$ cat config.mk
export PLATFORM = sky130hd
export DESIGN_NAME = ram2p_parity
export DESIGN_NICKNAME = d
export VERILOG_FILES = /design/src/rtl/ram2p_pkg.sv /design/src/rtl/ram2p_ctrl.sv /design/src/rtl/ram2p_datapath.sv /design/src/rtl/ram2p_parity.sv
export SDC_FILE = /design/constraint.sdc
export NUM_CORES = 2
export LEC_CHECK = 0
export BUFFER_PORTS_ARGS = -buffer_cell sky130_fd_sc_hd__buf_2
export CAP_MARGIN = 20
export CELL_PAD_IN_SITES_DETAIL_PLACEMENT = 1
export CELL_PAD_IN_SITES_GLOBAL_PLACEMENT = 1
export CORE_AREA = 2 2 455 457
export DETAILED_ROUTE_END_ITERATION = 10
export DIE_AREA = 0 0 457 459
export GPL_TIMING_DRIVEN = 0
export PLACE_DENSITY = 0.62
export SETUP_SLACK_MARGIN = 0.2
export SLEW_MARGIN = 10
export SYNTH_ARGS = -nofsm -noshare
export SYNTH_HDL_FRONTEND = slang
export SYNTH_SLANG_ARGS = --single-unit
$ cat constraint.sdc
create_clock -name clk -period 4.95 [get_ports clk]
set_input_delay 0.495 -clock clk [delete_from_list [all_inputs] [get_ports clk]]
set_output_delay 0.495 -clock clk [all_outputs]
set_load 0.01 [all_outputs]
$ cat src/rtl/ram2p_pkg.sv
package ram2p_pkg;

  // Strobes decoded by the control for the datapath
  typedef struct packed {
    logic wrFire;   // write accepted this cycle
    logic rdFire;   // read enabled this cycle
    logic chkMode;  // check mode active (store as-is, report errors)
  } ramStrobes_t;

endpackage

$ cat src/rtl/ram2p_ctrl.sv
module ram2p_ctrl
  import ram2p_pkg::*;
(
  input  logic        wrStrobeN,
  input  logic        wrBlockN,
  input  logic        rdStrobeN,
  input  logic        rdBlockN,
  input  logic        genParity,
  output ramStrobes_t strb
);

  always_comb begin
    strb.wrFire  = ~(wrStrobeN | wrBlockN);
    strb.rdFire  = ~(rdStrobeN | rdBlockN);
    strb.chkMode = ~genParity;
  end

endmodule

$ cat src/rtl/ram2p_datapath.sv
module ram2p_datapath
  import ram2p_pkg::*;
#(
  parameter int ADDR_W  = 8,
  parameter int WORD_W  = 9,
  parameter bit WR_SYNC = 1'b1,
  parameter bit RD_SYNC = 1'b1,
  parameter bit RD_PIPE = 1'b0
) (
  input  logic              clk,
  input  logic              rstN,
  input  ramStrobes_t       strb,
  input  logic              parOdd,
  input  logic [ADDR_W-1:0] wrAddr,
  input  logic [WORD_W-1:0] wrData,
  input  logic [ADDR_W-1:0] rdAddr,
  output logic [WORD_W-1:0] rdData,
  output logic              rdErr,
  output logic              wrErr
);

  localparam int DEPTH = 1 << ADDR_W;
  localparam int PAY_W = WORD_W - 1;

  logic [WORD_W-1:0] mem [DEPTH];

  // write side: parity generation and checking
  logic              genBit;
  logic [WORD_W-1:0] storeWord;

  always_comb begin
    genBit    = (^wrData[PAY_W-1:0]) ^ parOdd;
    storeWord = strb.chkMode ? wrData : {genBit, wrData[PAY_W-1:0]};
    wrErr     = strb.wrFire & strb.chkMode & ((^wrData) != parOdd);
  end

  logic              commitEn;
  logic [ADDR_W-1:0] commitAddr;
  logic [WORD_W-1:0] commitWord;

  generate
    if (WR_SYNC) begin : gPostedWr
      logic              pendValid;
      logic [ADDR_W-1:0] pendAddr;
      logic [WORD_W-1:0] pendWord;

      always_ff @(posedge clk or negedge rstN) begin
        if (!rstN) begin
          pendValid <= 1'b0;
          pendAddr  <= '0;
          pendWord  <= '0;
        end else begin
          pendValid <= strb.wrFire;
          if (strb.wrFire) begin
            pendAddr <= wrAddr;
            pendWord <= storeWord;
          end
        end
      end

      assign commitEn   = pendValid;
      assign commitAddr = pendAddr;
      assign commitWord = pendWord;
    end else begin : gDirectWr
      assign commitEn   = strb.wrFire;
      assign commitAddr = wrAddr;
      assign commitWord = storeWord;
    end
  endgenerate

  always_ff @(posedge clk) begin
    if (commitEn) mem[commitAddr] <= commitWord;
  end

  // read side
  logic [WORD_W-1:0] rawWord;
  logic              rawBad;

  always_comb begin
    rawWord = mem[rdAddr];
    rawBad  = strb.chkMode & ((^rawWord) != parOdd);
  end

  generate
    if (RD_SYNC) begin : gClkRd
      logic [WORD_W-1:0] capData;
      logic              capErr;

      always_ff @(posedge clk or negedge rstN) begin
        if (!rstN) begin
          capData <= '0;
          capErr  <= 1'b0;
        end else if (strb.rdFire) begin
          capData <= rawWord;
          capErr  <= rawBad;
        end
      end

      if (RD_PIPE) begin : gPipe
        logic [WORD_W-1:0] outData;
        logic              outErr;

        always_ff @(posedge clk or negedge rstN) begin
          if (!rstN) begin
            outData <= '0;
            outErr  <= 1'b0;
          end else begin
            outData <= capData;
            outErr  <= capErr;
          end
        end

        assign rdData = outData;
        assign rdErr  = outErr;
      end else begin : gTransp
        assign rdData = capData;
        assign rdErr  = capErr;
      end
    end else begin : gCombRd
      assign rdData = strb.rdFire ? rawWord : '0;
      assign rdErr  = strb.rdFire & rawBad;
    end
  endgenerate

endmodule

$ cat src/rtl/ram2p_parity.sv
module ram2p_parity
  import ram2p_pkg::*;
#(
  parameter int ADDR_W  = 8,
  parameter int WORD_W  = 9,
  parameter bit WR_SYNC = 1'b1,
  parameter bit RD_SYNC = 1'b1,
  parameter bit RD_PIPE = 1'b0
) (
  input  logic              clk,
  input  logic              rstN,
  input  logic              genParity,
  input  logic              parOdd,
  input  logic [ADDR_W-1:0] wrAddr,
  input  logic [WORD_W-1:0] wrData,
  input  logic              wrStrobeN,
  input  logic              wrBlockN,
  input  logic [ADDR_W-1:0] rdAddr,
  input  logic              rdStrobeN,
  input  logic              rdBlockN,
  output logic [WORD_W-1:0] rdData,
  output logic              rdErr,
  output logic              wrErr
);

  ramStrobes_t strb;

  ram2p_ctrl uCtrl (
    .wrStrobeN (wrStrobeN),
    .wrBlockN  (wrBlockN),
    .rdStrobeN (rdStrobeN),
    .rdBlockN  (rdBlockN),
    .genParity (genParity),
    .strb      (strb)
  );

  ram2p_datapath #(
    .ADDR_W  (ADDR_W),
    .WORD_W  (WORD_W),
    .WR_SYNC (WR_SYNC),
    .RD_SYNC (RD_SYNC),
    .RD_PIPE (RD_PIPE)
  ) uDp (
    .clk    (clk),
    .rstN   (rstN),
    .strb   (strb),
    .parOdd (parOdd),
    .wrAddr (wrAddr),
    .wrData (wrData),
    .rdAddr (rdAddr),
    .rdData (rdData),
    .rdErr  (rdErr),
    .wrErr  (wrErr)
  );

endmodule

==> impl_metrics.py <==
metrics = {
    "clocking": {
        "root_buffer": "clkbuf_16",
        "clk_pin_slew_ns": 0.06,
        "tritoncts": "built",
        "cts_buffer_depth": 3,
        "cts.sink_count": 2332,
        "numCtsBuffers": 238,
        "htree_levels": 4,
        "clk_latency_ns": 0.93,
    },
    "detailed_routing": {
        "vias": 55950,
        "route.detailed.drc": 0,
        "drt-wirelength-per-cell_um": 54.22,
        "drt_wl_total_um": 424900,
        "vias_per_cell": 7.139,
        "first_pass_iters": 7,
        "ant_nets": 0,
        "drt_iter0_drc": 11790,
    },
    "worst_setup_path": {
        "cp.arrival_ns": 5.90,
        "setup.worst_path.start_class": "input pin",
        "crit_fanout": 10,
        "rr_startpoint": "uDp.commitEn$_DFF_PN0_",
        "crit_start": "rdAddr[1]",
        "worstPathRequired_ns": 5.77,
        "ff2ff_setup_slack_ns": 0.09,
        "worst-setup-path-type": "input pin to flop",
        "worst_setup_path_end_kind": "flop",
    },
    "timing": {
        "relSlewSlack_pct": 6.870,
        "slew_violations": 0,
        "period_share_pct": 102.5,
        "fmax_ghz": 0.1970,
        "fin_ws_ns": -0.1260,
        "rsz0062_at_grt": "false",
        "min_period_ns": 5.076,
        "hold_slack_ns": 0.1674,
        "setup_viol": 1,
        "hold_violations": 0,
        "tightest_slew_ns": 1.393,
        "fin_worst_skew_ns": 0.06631,
    },
    "floorplanning": {
        "num_rows": 167,
        "start_util_pct": 44.52,
        "die_w_um": 457,
        "coreArea_um2": 205600,
        "fp.dieH_um": 459,
        "die_area_um2": 209800,
        "pin_count": 44,
    },
    "flow_run": {
        "drv_cap": 0,
    },
    "grt": {
        "grt_max_degree": 83,
        "grt_usage_pct": 40.39,
        "grt_remaining_overflow": 0,
        "antenna_found_initial": 51,
        "grt_first_pass_wirelength_um": 539500,
        "grt_pass1_vias": 51760,
    },
    "run_status": {
        "violations": "setup timing",
        "status": "finished with violations",
    },
    "final_layout": {
        "stdcell_count": 7837,
        "final_cell_mix": "edfxtp_1, mux4_2, nor2_1",
        "num-nets-final": 4930,
        "final_util_pct": 51.52,
        "final_common_cell": "edfxtp_1",
        "layout-drive-gt1-share_pct": 26.86,
        "area_delta_synth_final_pct": 15.72,
    },
    "pwr": {
        "p_leak_nw": 33.80,
        "intPower_w": 0.03298,
        "irDropWorstVdd_v": 0.0003650,
        "seqPwrFrac_pct": 51.0,
        "pwr-share-comb_pct": 9.7,
        "p_per_area_nw_per_um2": 420.6,
        "power_frac_clock_pct": 39.3,
        "p_switching_w": 0.01158,
        "p_sw_share_pct": 25.98,
    },
    "hold_path": {
        "hold_path_class": "input pin to flop",
        "hold_start": "wrBlockN",
    },
    "place": {
        "portBuffers": 41,
        "gp_congestion": 1.054,
        "hpwl_um": 281800,
        "placed_cells": 7293,
    },
    "logic_synthesis": {
        "syn_nets": 4445,
        "ys_types": 81,
        "syn_area_um2": 91530,
        "synth-edff-count": 2304,
        "async_flop_share_pct": 1.201,
        "postSynthAreaPerCell_um2": 20.75,
        "ys_warn_count": 0,
        "ys_ff_latch": 2332,
        "syn_inst": 4412,
        "synth_top_flop_cell": "edfxtp_1",
        "yosysSeqAreaShare_pct": 76.35,
    },
}
## logic make-up after synthesis
| logic type | share of synthesized area (%) |
|---|---|
| AO/OA/AOI/OAI | 2.994 |
| XOR/XNOR | 0.1914 |
| AND/OR/NAND/NOR | 3.174 |
| multiplexers | 15.16 |
| flip-flops | 76.35 |
| buffers and inverters | 2.130 |
## metal layers
metal  vias to the layer above  track usage [%]  routed length (um)
li1                      19400                -                   -
met1                     29920            50.33              144400
met2                      5255            57.14              180100
met3                      1361            15.23               60730
met4                        12            31.00               39580
met5                         -                0                 117
## cell usage after synthesis (14+ instances only)
| library cell | instances | share of area (%) |
|---|---|---|
| a211oi_1 | 16 | 0.13 |
| a21oi_1 | 73 | 0.40 |
| a22oi_1 | 60 | 0.49 |
| a31oi_1 | 15 | 0.10 |
| and2_1 | 16 | 0.11 |
| and3_1 | 14 | 0.096 |
| buf_12 | 17 | 0.37 |
| buf_2 | 68 | 0.37 |
| buf_4 | 18 | 0.15 |
| buf_6 | 26 | 0.32 |
| buf_8 | 19 | 0.31 |
| clkbuf_1 | 99 | 0.41 |
| dfrtp_1 | 28 | 0.77 |
| edfxtp_1 | 2304 | 76 |
| mux2_2 | 39 | 0.48 |
| mux2i_1 | 195 | 2.1 |
| mux4_1 | 27 | 0.78 |
| mux4_2 | 478 | 12 |
| nand2_1 | 161 | 0.66 |
| nand2b_1 | 16 | 0.11 |
| nand3_1 | 44 | 0.24 |
| nand4_1 | 20 | 0.14 |
| nor2_1 | 298 | 1.2 |
| nor2b_1 | 24 | 0.16 |
| nor3_1 | 40 | 0.22 |
| o21ai_0 | 30 | 0.16 |
| o221ai_1 | 45 | 0.43 |
| o22ai_1 | 68 | 0.46 |
## worst paths after layout
kind | to | cells past startpoint
worst min-delay path | uDp.commitEn$_DFF_PN0_ | 3
min in group asynchronous | uDp.rdData[5]$_DFFE_PN0N_ | 2
worst min register to register | uDp.rdData[6]$_DFFE_PN0N_ | 2
worst max-delay path | uDp.rdErr$_DFFE_PN0N_ | 13
max in group asynchronous | uDp.commitWord[3]$_DFFE_PN0P_ | 2
worst max register to register | uDp.mem[137][6]$_DFFE_PP_ | 5
## critical path, cell delays in order
cell and delay (ns):
buf_2 0.19, buf_4 0.35, buf_4 0.46, buf_4 0.50, buf_4 0.59, nand2_1 0.11, a221oi_1 1.03, o22ai_1 0.48
nor3_1 0.35, nor3_2 0.19, xnor3_1 0.45, xnor3_1 0.39, o31ai_2 0.18
## power by group through the flow
stage          clock, W  combinational (W)  sequential [W]
5_1_grt          0.0181            0.00420          0.0227
6_report         0.0175            0.00430          0.0227
3_3_place_gp          0            0.00291          0.0244
4_1_cts          0.0174            0.00406          0.0227
2_1_floorplan         0            0.00129          0.0236
3_5_place_dp          0            0.00403          0.0231
## area by class of cell
type	instances	area, um2
inverter	8	31.28
fill	18300	99690
tap	2704	3383
buffer	267	2207
sequential	2332	69920
timing repair buffer	246	3005
clock inverter	136	1117
antenna	33	82.58
clock buffer	307	6246
multi-input combinational	1804	19930
## timing repair
item,CTS,global route
setup buffers,0,0
resized for setup,76,13
hold buffers,22,0
endpoints found under the setup margin,8,1
hold endpoints to repair,49,0
## state kept, by name (all words and copies together), names as in the netlist
register,count
uDp.rdData,9
uDp.commitWord,9
uDp.commitAddr,8
uDp.commitEn,1
uDp.mem,2304
uDp.rdErr,1
## metrics by stage
stage | worst slack [ns] | power [W] | TNS (ns) | area [um2]
2_1_floorplan | 0.9628 | 0.02486 | 0 | 91530
3_3_place_gp | -3.203 | 0.02727 | -6699.95 | 95120
3_5_place_dp | -2.474 | 0.02717 | -13.64 | 97570
4_1_cts | 0.2054 | 0.04421 | 0 | 105400
5_1_grt | 0.2110 | 0.04504 | 0 | 105900
6_report | -0.1260 | 0.04455 | -0.1260 | 105900
(Power assumes the default switching activity.)
